$ cat config.mk
export PLATFORM = sky130hd
export DESIGN_NAME = adc_window_watch
export DESIGN_NICKNAME = d
export VERILOG_FILES = /design/src/rtl/wcmp_pkg.sv /design/src/rtl/wcmp_limit_join.sv /design/src/rtl/wcmp_window_cmp.sv /design/src/rtl/wcmp_flag_fsm.sv /design/src/rtl/adc_window_watch.sv
export SDC_FILE = /design/constraint.sdc
export NUM_CORES = 1
export LEC_CHECK = 0
export BUFFER_PORTS_ARGS = -buffer_cell sky130_fd_sc_hd__buf_2
export CAP_MARGIN = 20
export CORE_UTILIZATION = 43
export CTS_BUF_LIST = sky130_fd_sc_hd__clkbuf_4
export CTS_CLUSTER_SIZE = 28
export DETAILED_ROUTE_END_ITERATION = 8
export PLACE_DENSITY = 0.76
export SYNTH_ARGS = -nofsm -noshare
export SYNTH_HDL_FRONTEND = slang
export SYNTH_SLANG_ARGS = --single-unit
$ cat constraint.sdc
create_clock -name clk -period 0.8 [get_ports clk]
set_input_delay 0.16 -clock clk [delete_from_list [all_inputs] [get_ports clk]]
set_output_delay 0.16 -clock clk [all_outputs]
set_load 0.1 [all_outputs]
$ cat src/rtl/wcmp_pkg.sv
package wcmp_pkg;
    typedef enum logic {
        WF_QUIET   = 1'b0,
        WF_TRIPPED = 1'b1
    } wflag_state_e;

    typedef enum logic {
        WSENSE_OUTSIDE = 1'b0,
        WSENSE_INSIDE  = 1'b1
    } wsense_e;
endpackage

$ cat src/rtl/wcmp_limit_join.sv
module wcmp_limit_join #(
    parameter int W    = 12,
    parameter int LO_W = 8,
    localparam int HI_W = W - LO_W
) (
    input  logic [HI_W-1:0] part_hi,
    input  logic [LO_W-1:0] part_lo,
    output logic [W-1:0]    joined
);
    always_comb begin
        joined = {part_hi, part_lo};
    end
endmodule

$ cat src/rtl/wcmp_window_cmp.sv
module wcmp_window_cmp
    import wcmp_pkg::*;
#(
    parameter int W = 12
) (
    input  logic         clk,
    input  logic         rst_n,
    input  logic [W-1:0] sample,
    input  logic [W-1:0] bound_gt,
    input  logic [W-1:0] bound_lt,
    output wsense_e      sense,
    output logic         hit
);
    logic above_gt;
    logic below_lt;

    always_comb begin
        above_gt = sample > bound_gt;
        below_lt = sample < bound_lt;
        sense    = (bound_lt > bound_gt) ? WSENSE_INSIDE : WSENSE_OUTSIDE;
        unique case (sense)
            WSENSE_INSIDE:  hit = above_gt && below_lt;
            WSENSE_OUTSIDE: hit = above_gt || below_lt;
            default:        hit = 1'b0;
        endcase
    end


    inside_range_chk: assert property (@(posedge clk) disable iff (!rst_n)
        (hit && sense == WSENSE_INSIDE) |-> (sample != bound_gt && sample != bound_lt));

    outside_equal_chk: assert property (@(posedge clk) disable iff (!rst_n)
        (sense == WSENSE_OUTSIDE && bound_gt == bound_lt && sample != bound_gt) |-> hit);
endmodule

$ cat src/rtl/wcmp_flag_fsm.sv
module wcmp_flag_fsm
    import wcmp_pkg::*;
(
    input  logic clk,
    input  logic rst_n,
    input  logic strobe,
    input  logic hit,
    input  logic clr,
    output logic flag
);
    wflag_state_e state_q;
    wflag_state_e state_d;
    logic         set_now;

    assign set_now = strobe && hit;

    always_ff @(posedge clk or negedge rst_n) begin
        if (!rst_n) begin
            state_q <= WF_QUIET;
        end else begin
            state_q <= state_d;
        end
    end

    always_comb begin
        state_d = state_q;
        unique case (state_q)
            WF_QUIET:   if (set_now) state_d = WF_TRIPPED;
            WF_TRIPPED: if (clr && !set_now) state_d = WF_QUIET;
            default:    state_d = WF_QUIET;
        endcase
    end

    always_comb begin
        flag = (state_q == WF_TRIPPED);
    end


    set_on_hit_chk: assert property (@(posedge clk) disable iff (!rst_n)
        (strobe && hit) |=> flag);

    sticky_hold_chk: assert property (@(posedge clk) disable iff (!rst_n)
        (flag && !clr) |=> flag);

    clear_ack_chk: assert property (@(posedge clk) disable iff (!rst_n)
        (clr && !(strobe && hit)) |=> !flag);

    no_spurious_chk: assert property (@(posedge clk) disable iff (!rst_n)
        (!flag && !(strobe && hit)) |=> !flag);
endmodule

$ cat src/rtl/adc_window_watch.sv
module adc_window_watch
    import wcmp_pkg::*;
#(
    parameter int W = 12,
    localparam int LO_W = 8,
    localparam int HI_W = W - LO_W
) (
    input  logic            clk,
    input  logic            rst_n,
    input  logic            res_valid,
    input  logic [W-1:0]    res_data,
    input  logic [HI_W-1:0] gt_hi,
    input  logic [LO_W-1:0] gt_lo,
    input  logic [HI_W-1:0] lt_hi,
    input  logic [LO_W-1:0] lt_lo,
    input  logic            flag_clr,
    input  logic            irq_en,
    output logic            hit_flag,
    output logic            irq_req
);
    logic [W-1:0] bound_gt;
    logic [W-1:0] bound_lt;
    wsense_e      sense;
    logic         hit;

    wcmp_limit_join #(.W(W), .LO_W(LO_W)) u_join_gt (
        .part_hi(gt_hi), .part_lo(gt_lo), .joined(bound_gt)
    );
    wcmp_limit_join #(.W(W), .LO_W(LO_W)) u_join_lt (
        .part_hi(lt_hi), .part_lo(lt_lo), .joined(bound_lt)
    );

    wcmp_window_cmp #(.W(W)) u_cmp (
        .clk(clk), .rst_n(rst_n), .sample(res_data),
        .bound_gt(bound_gt), .bound_lt(bound_lt),
        .sense(sense), .hit(hit)
    );

    wcmp_flag_fsm u_flag (
        .clk(clk), .rst_n(rst_n), .strobe(res_valid),
        .hit(hit), .clr(flag_clr), .flag(hit_flag)
    );

    always_comb begin
        irq_req = hit_flag && irq_en;
    end


    reset_quiet_chk: assert property (@(posedge clk)
        !rst_n |=> !hit_flag);
endmodule

# ---- Word-level counts from Yosys, hierarchy flattened
# Index checks and enable logic that the tools add are counted.
dict set report op_classes {
  n_addsub 0
  n_mul 0
  div 0
  n_lt_le_gt_ge 3
  n_eq_ne 0
  shifts 0
  n_mux 5
  n_bitwise 2
  n_reduce_logical 6
}
# operator count
set ops {}
lappend ops {{12-bit > comparator} 2}
lappend ops {{12-bit < comparator} 1}
lappend ops {{1-bit logical AND} 4}
lappend ops {{1-bit case mux with 2 select lines} 2}
lappend ops {{1-bit 2-to-1 mux} 3}
lappend ops {{1-bit NOT} 2}
lappend ops {{1-bit logical NOT} 1}
lappend ops {{1-bit logical OR} 1}
dict set report totals {
  ff_bits 1
  latchBits 0
  ram_bits 0
  rom_bits 0
  input_bits 41
  output_inout_bits 2
  elab_cells 17
  memories 0
}

# ---- Longest topological paths before layout
dict set report logic_depth {
  ltp_word 9
  depth_mapped 8
  depth_no_buf 8
}

# ---- Cells and area by module
# From an unflattened synthesis, not the netlist that was laid out.
dict set report unflattened {
  cells_unflattened 141
  hier_area_um2 1126.1
}
# mod instances cells_per_inst area_each_um2 seq_area_each_um2
set by_module_without_submodules {}
lappend by_module_without_submodules {wcmp_window_cmp 1 112 898.4 0.0}
lappend by_module_without_submodules {wcmp_limit_join 2 12 90.1 0.0}
lappend by_module_without_submodules {wcmp_flag_fsm 1 4 41.3 25.0}
lappend by_module_without_submodules {adc_window_watch 1 1 6.3 0.0}

# ---- Worst setup path after synthesis
# Ideal clock, no wire load.
dict set report synth_timing {
  kind {flip-flop to output port}
  start {register u_flag.state_q, in the netlist u_flag.flag}
  end {output port irq_req}
  t_arrival_ns 1.776
  t_required_ns 0.640
  path_slack_ns -1.136
  path_stages_with_launch 2
  n_path_buf 0
  path_cell_list {dfrtp_1 and2_1}
}
dict set report synth_via {
  elab_chain_cells 1
}
# item line
set synth_rtl {}
lappend synth_rtl {{from (decl)} wcmp_flag_fsm.sv:11} ;# wflag_state_e state_q;
lappend synth_rtl {{from (signal assigned)} wcmp_flag_fsm.sv:21} ;# state_q <= state_d;
lappend synth_rtl {{1-bit logical AND} adc_window_watch.sv:45} ;# irq_req = hit_flag && irq_en;
lappend synth_rtl {{to (decl)} adc_window_watch.sv:19} ;# output logic irq_req
# Every way passes these cells.

# ---- Final worst setup path
dict set report layout_timing {
  start {input port gt_lo[1]}
  end {register u_flag.state_q, in the netlist u_flag.flag}
}
dict set report layout_via {
  elab_chain_cells 9
  elab_cells_between_ends 13
  classes_between {2 x order compare; 5 x mux; 1 x bitwise; 5 x reduce/logical}
}
# item line
set layout_rtl {}
lappend layout_rtl {{from (decl)} adc_window_watch.sv:13} ;# input logic [LO_W-1:0] gt_lo,
lappend layout_rtl {{12-bit > comparator} wcmp_window_cmp.sv:20} ;# sense = (bound_lt > bound_gt) ? WSENSE_INSIDE : WSENSE_OUTSIDE;
lappend layout_rtl {{1-bit 2-to-1 mux} wcmp_window_cmp.sv:20}
lappend layout_rtl {{1-bit NOT} wcmp_window_cmp.sv:21} ;# unique case (sense)
lappend layout_rtl {{1-bit case mux with 2 select lines (*)} wcmp_window_cmp.sv:21}
lappend layout_rtl {{1-bit logical AND (*)} wcmp_flag_fsm.sv:15} ;# assign set_now = strobe && hit;
lappend layout_rtl {{1-bit logical NOT} wcmp_flag_fsm.sv:29} ;# WF_TRIPPED: if (clr && !set_now) state_d = WF_QUIET;
lappend layout_rtl {{1-bit logical AND} wcmp_flag_fsm.sv:29}
lappend layout_rtl {{1-bit 2-to-1 mux} wcmp_flag_fsm.sv:29}
lappend layout_rtl {{1-bit case mux with 2 select lines (*)} wcmp_flag_fsm.sv:27} ;# unique case (state_q)
lappend layout_rtl {{named net u_flag.state_d} wcmp_flag_fsm.sv:12} ;# wflag_state_e state_d;
# The timed path passes the listed nets; every way through them passes the cells marked *.

==> results.cfg <==
[run_status]
status = finished with violations
violations = setup timing

[detailed_routing]
drtAntennaViolNets = 0
wl_mm = 2.406
vias = 1012
wl_per_cell_um = 12.21
drt_iter0_drc = 7
wl_met3_um = 91
dr_wl_met2_mm = 1.310
firstDrtPassIters = 4
met1_length_um = 985
maxUsedRoutingLayer = met4
viasPerCell = 5.137
drcViolationCount = 0

[die]
die_area_mm2 = 0.002279
die_x_um = 47.74
rows = 16
core_area_mm2 = 0.001962
start_util = 0.4585
io_pins = 43
die_height_um = 47.74

[yosys]
synth_warnings = 0
syn_nets = 191
yosysUniqueCellTypes = 26
synthCells = 115
synthesis.area_um2 = 899.6
yosysSeqAreaShare = 0.02782
synth_area_per_cell_um2 = 7.823
ys_ff_latch = 1

[global_route]
grt_pass1_vias = 964
grt_pass1_wl_mm = 3.905
grt_antenna_before_repair = 0
grt_overflow_total = 0
grt_max_degree = 4
track_usage = 0.2358

[final_layout]
fin_nets = 248
antenna_cells = 0
drive_above_1_share = 0.3941
largest_reg_flops = 1
area_growth_pct = 52.16
final_area_mm2 = 0.001369

[power_and_ir_drop]
power_density_mw_per_mm2 = 712.1
power_mw = 0.9747
p_leak_nw = 0.7673
vdd_drop_max_mv = 0.5467

[sta]
hold_ws_ns = 0.4826
worst_pin_slew_ns = 0.3456
finalSetupViolations = 3
drv_slew = 0
fmax_ghz = 0.5653
rsz0062_at_grt = yes
hold_violations = 0
finalSetupTns_ns = -1.198
worst_slack_ns = -0.9688
fin_skew_ns = 0
min_period_ns = 1.769
post-route-period-util = 2.211
slew_headroom = 0.7672

[setup_path]
reg2reg_slack_ns = -0.15
crit_start = gt_lo[1]
worstPathArrival_ns = 1.64
required_ns = 0.67
endpoint_kind = flop
path_class = in2reg
crit_fanout = 2
reg2reg_from = u_flag.flag
start_kind = primary input

[placement]
placed_cell_area_mm2 = 0.001318
gp_congestion = 0.8313
hpwl_mm = 2.193
port_buffers = 42
dp_slack_ns = -0.9985

[worst_hold_path]
hold_class = in2async

[clocking]
path_clk_slew_ns = 0
clock_latency_ns = 0

[run]
drv_cap = 0
critical path, stage by stage:
cell      delay (ns)
buf_8           0.09
inv_12          0.03
ha_4            0.26
nor2b_4         0.13
o211ai_1        0.09
a211o_1         0.26
a31o_1          0.19
nor3b_2         0.15
a211o_1         0.27
metal layers:
metal / vias up / GRT usage
met3: 2 / 0.01132
met2: 30 / 0.4784
met5: - / 0
met1: 451 / 0.2752
met4: 0 / 0.02222
li1: 529 / -
metrics by stage:
step                        util  std cells
final                     0.6977        197
after global routing      0.6977        197
after CTS                 0.6843        196
after detailed placement  0.6716        195
after global placement    0.6716        195
after floorplan                -        115
power by group:
group	internal, mW	leakage, nW	total, mW	switching [mW]
Combinational	0.435	0.757	0.896	0.461
Sequential	0.0694	0.0107	0.0791	0.00965
Clock	0	0	0	0
what timing repair did:
action / 4_1_cts / 5_1_grt
gates resized for setup: 5 / 5
hold endpoints to repair: 1 / 0
hold buffers: 1 / 0
gates cloned: 0 / 0
setup endpoints to repair: 3 / 3
setup buffers: 0 / 1
pin swaps: 2 / 3
final cells by class:
cell class                      count  area (µm²)
Inverter                           25       106.4
Tap cell                           27       33.78
Fill cell                         178       593.1
Multi-Input combinational cell     89       839.6
Sequential cell                     1       28.78
Timing Repair Buffer               55       360.3
cells by family (layout without fill, tap and decap cells):
family,Yosys count,after routing,synth area share
flops,1,1,0.02781
fa+ha+maj,35,35,0.4868
buf+inv,25,80,0.1043
compound gates,29,29,0.2253
simple gates,25,25,0.1558
layout by cell type (no fill, tap or decap), drive strengths merged:
| master | n |
|---|---|
| buf | 54 |
| and2 | 1 |
| a211o | 2 |
| o2111ai | 1 |
| o2bb2ai | 1 |
| a21oi | 10 |
| dlygate4sd3 | 1 |
| a2111oi | 1 |
| a21boi | 1 |
| ha | 35 |
| nand3 | 2 |
| nand2b | 1 |
| a31o | 1 |
| nor3b | 1 |
| nor2b | 4 |
| o211ai | 2 |
| nand4 | 7 |
| dfrtp | 1 |
| nor3 | 2 |
| a211oi | 3 |
| nor2 | 3 |
| inv | 25 |
| nand2 | 3 |
| a21o | 3 |
| and4 | 1 |
| o21ai | 4 |
synthesized netlist by cell type (all sizes together):
cell type / n / area [µm²]
nand4: 7 / 43.79
nand2: 3 / 11.26
a21o: 3 / 22.52
nor3: 2 / 10.01
nand2b: 1 / 6.260
o2bb2ai: 1 / 8.760
nand3: 2 / 10.01
o2111ai: 1 / 8.760
a211o: 2 / 17.52
a21boi: 1 / 7.510
dfrtp: 1 / 25.02
nor2: 3 / 11.26
a21oi: 10 / 50.05
a31o: 1 / 8.760
inv: 25 / 93.84
nor2b: 4 / 25.02
ha: 35 / 437.9
and2: 1 / 6.260
a2111oi: 1 / 8.760
o21ai: 4 / 20.02
and4: 1 / 8.760
nor3b: 1 / 7.510
o211ai: 2 / 15.01
a211oi: 3 / 35.03
final timing paths:
check	to	cells past startpoint
max	u_flag.flag	9
min	u_flag.flag	2
max reg2reg	u_flag.flag	2
min reg2reg	u_flag.flag	2
max in group asynchronous	u_flag.flag	2
min in group clk	u_flag.flag	3
Note: power is estimated with default switching activity, not from simulation.
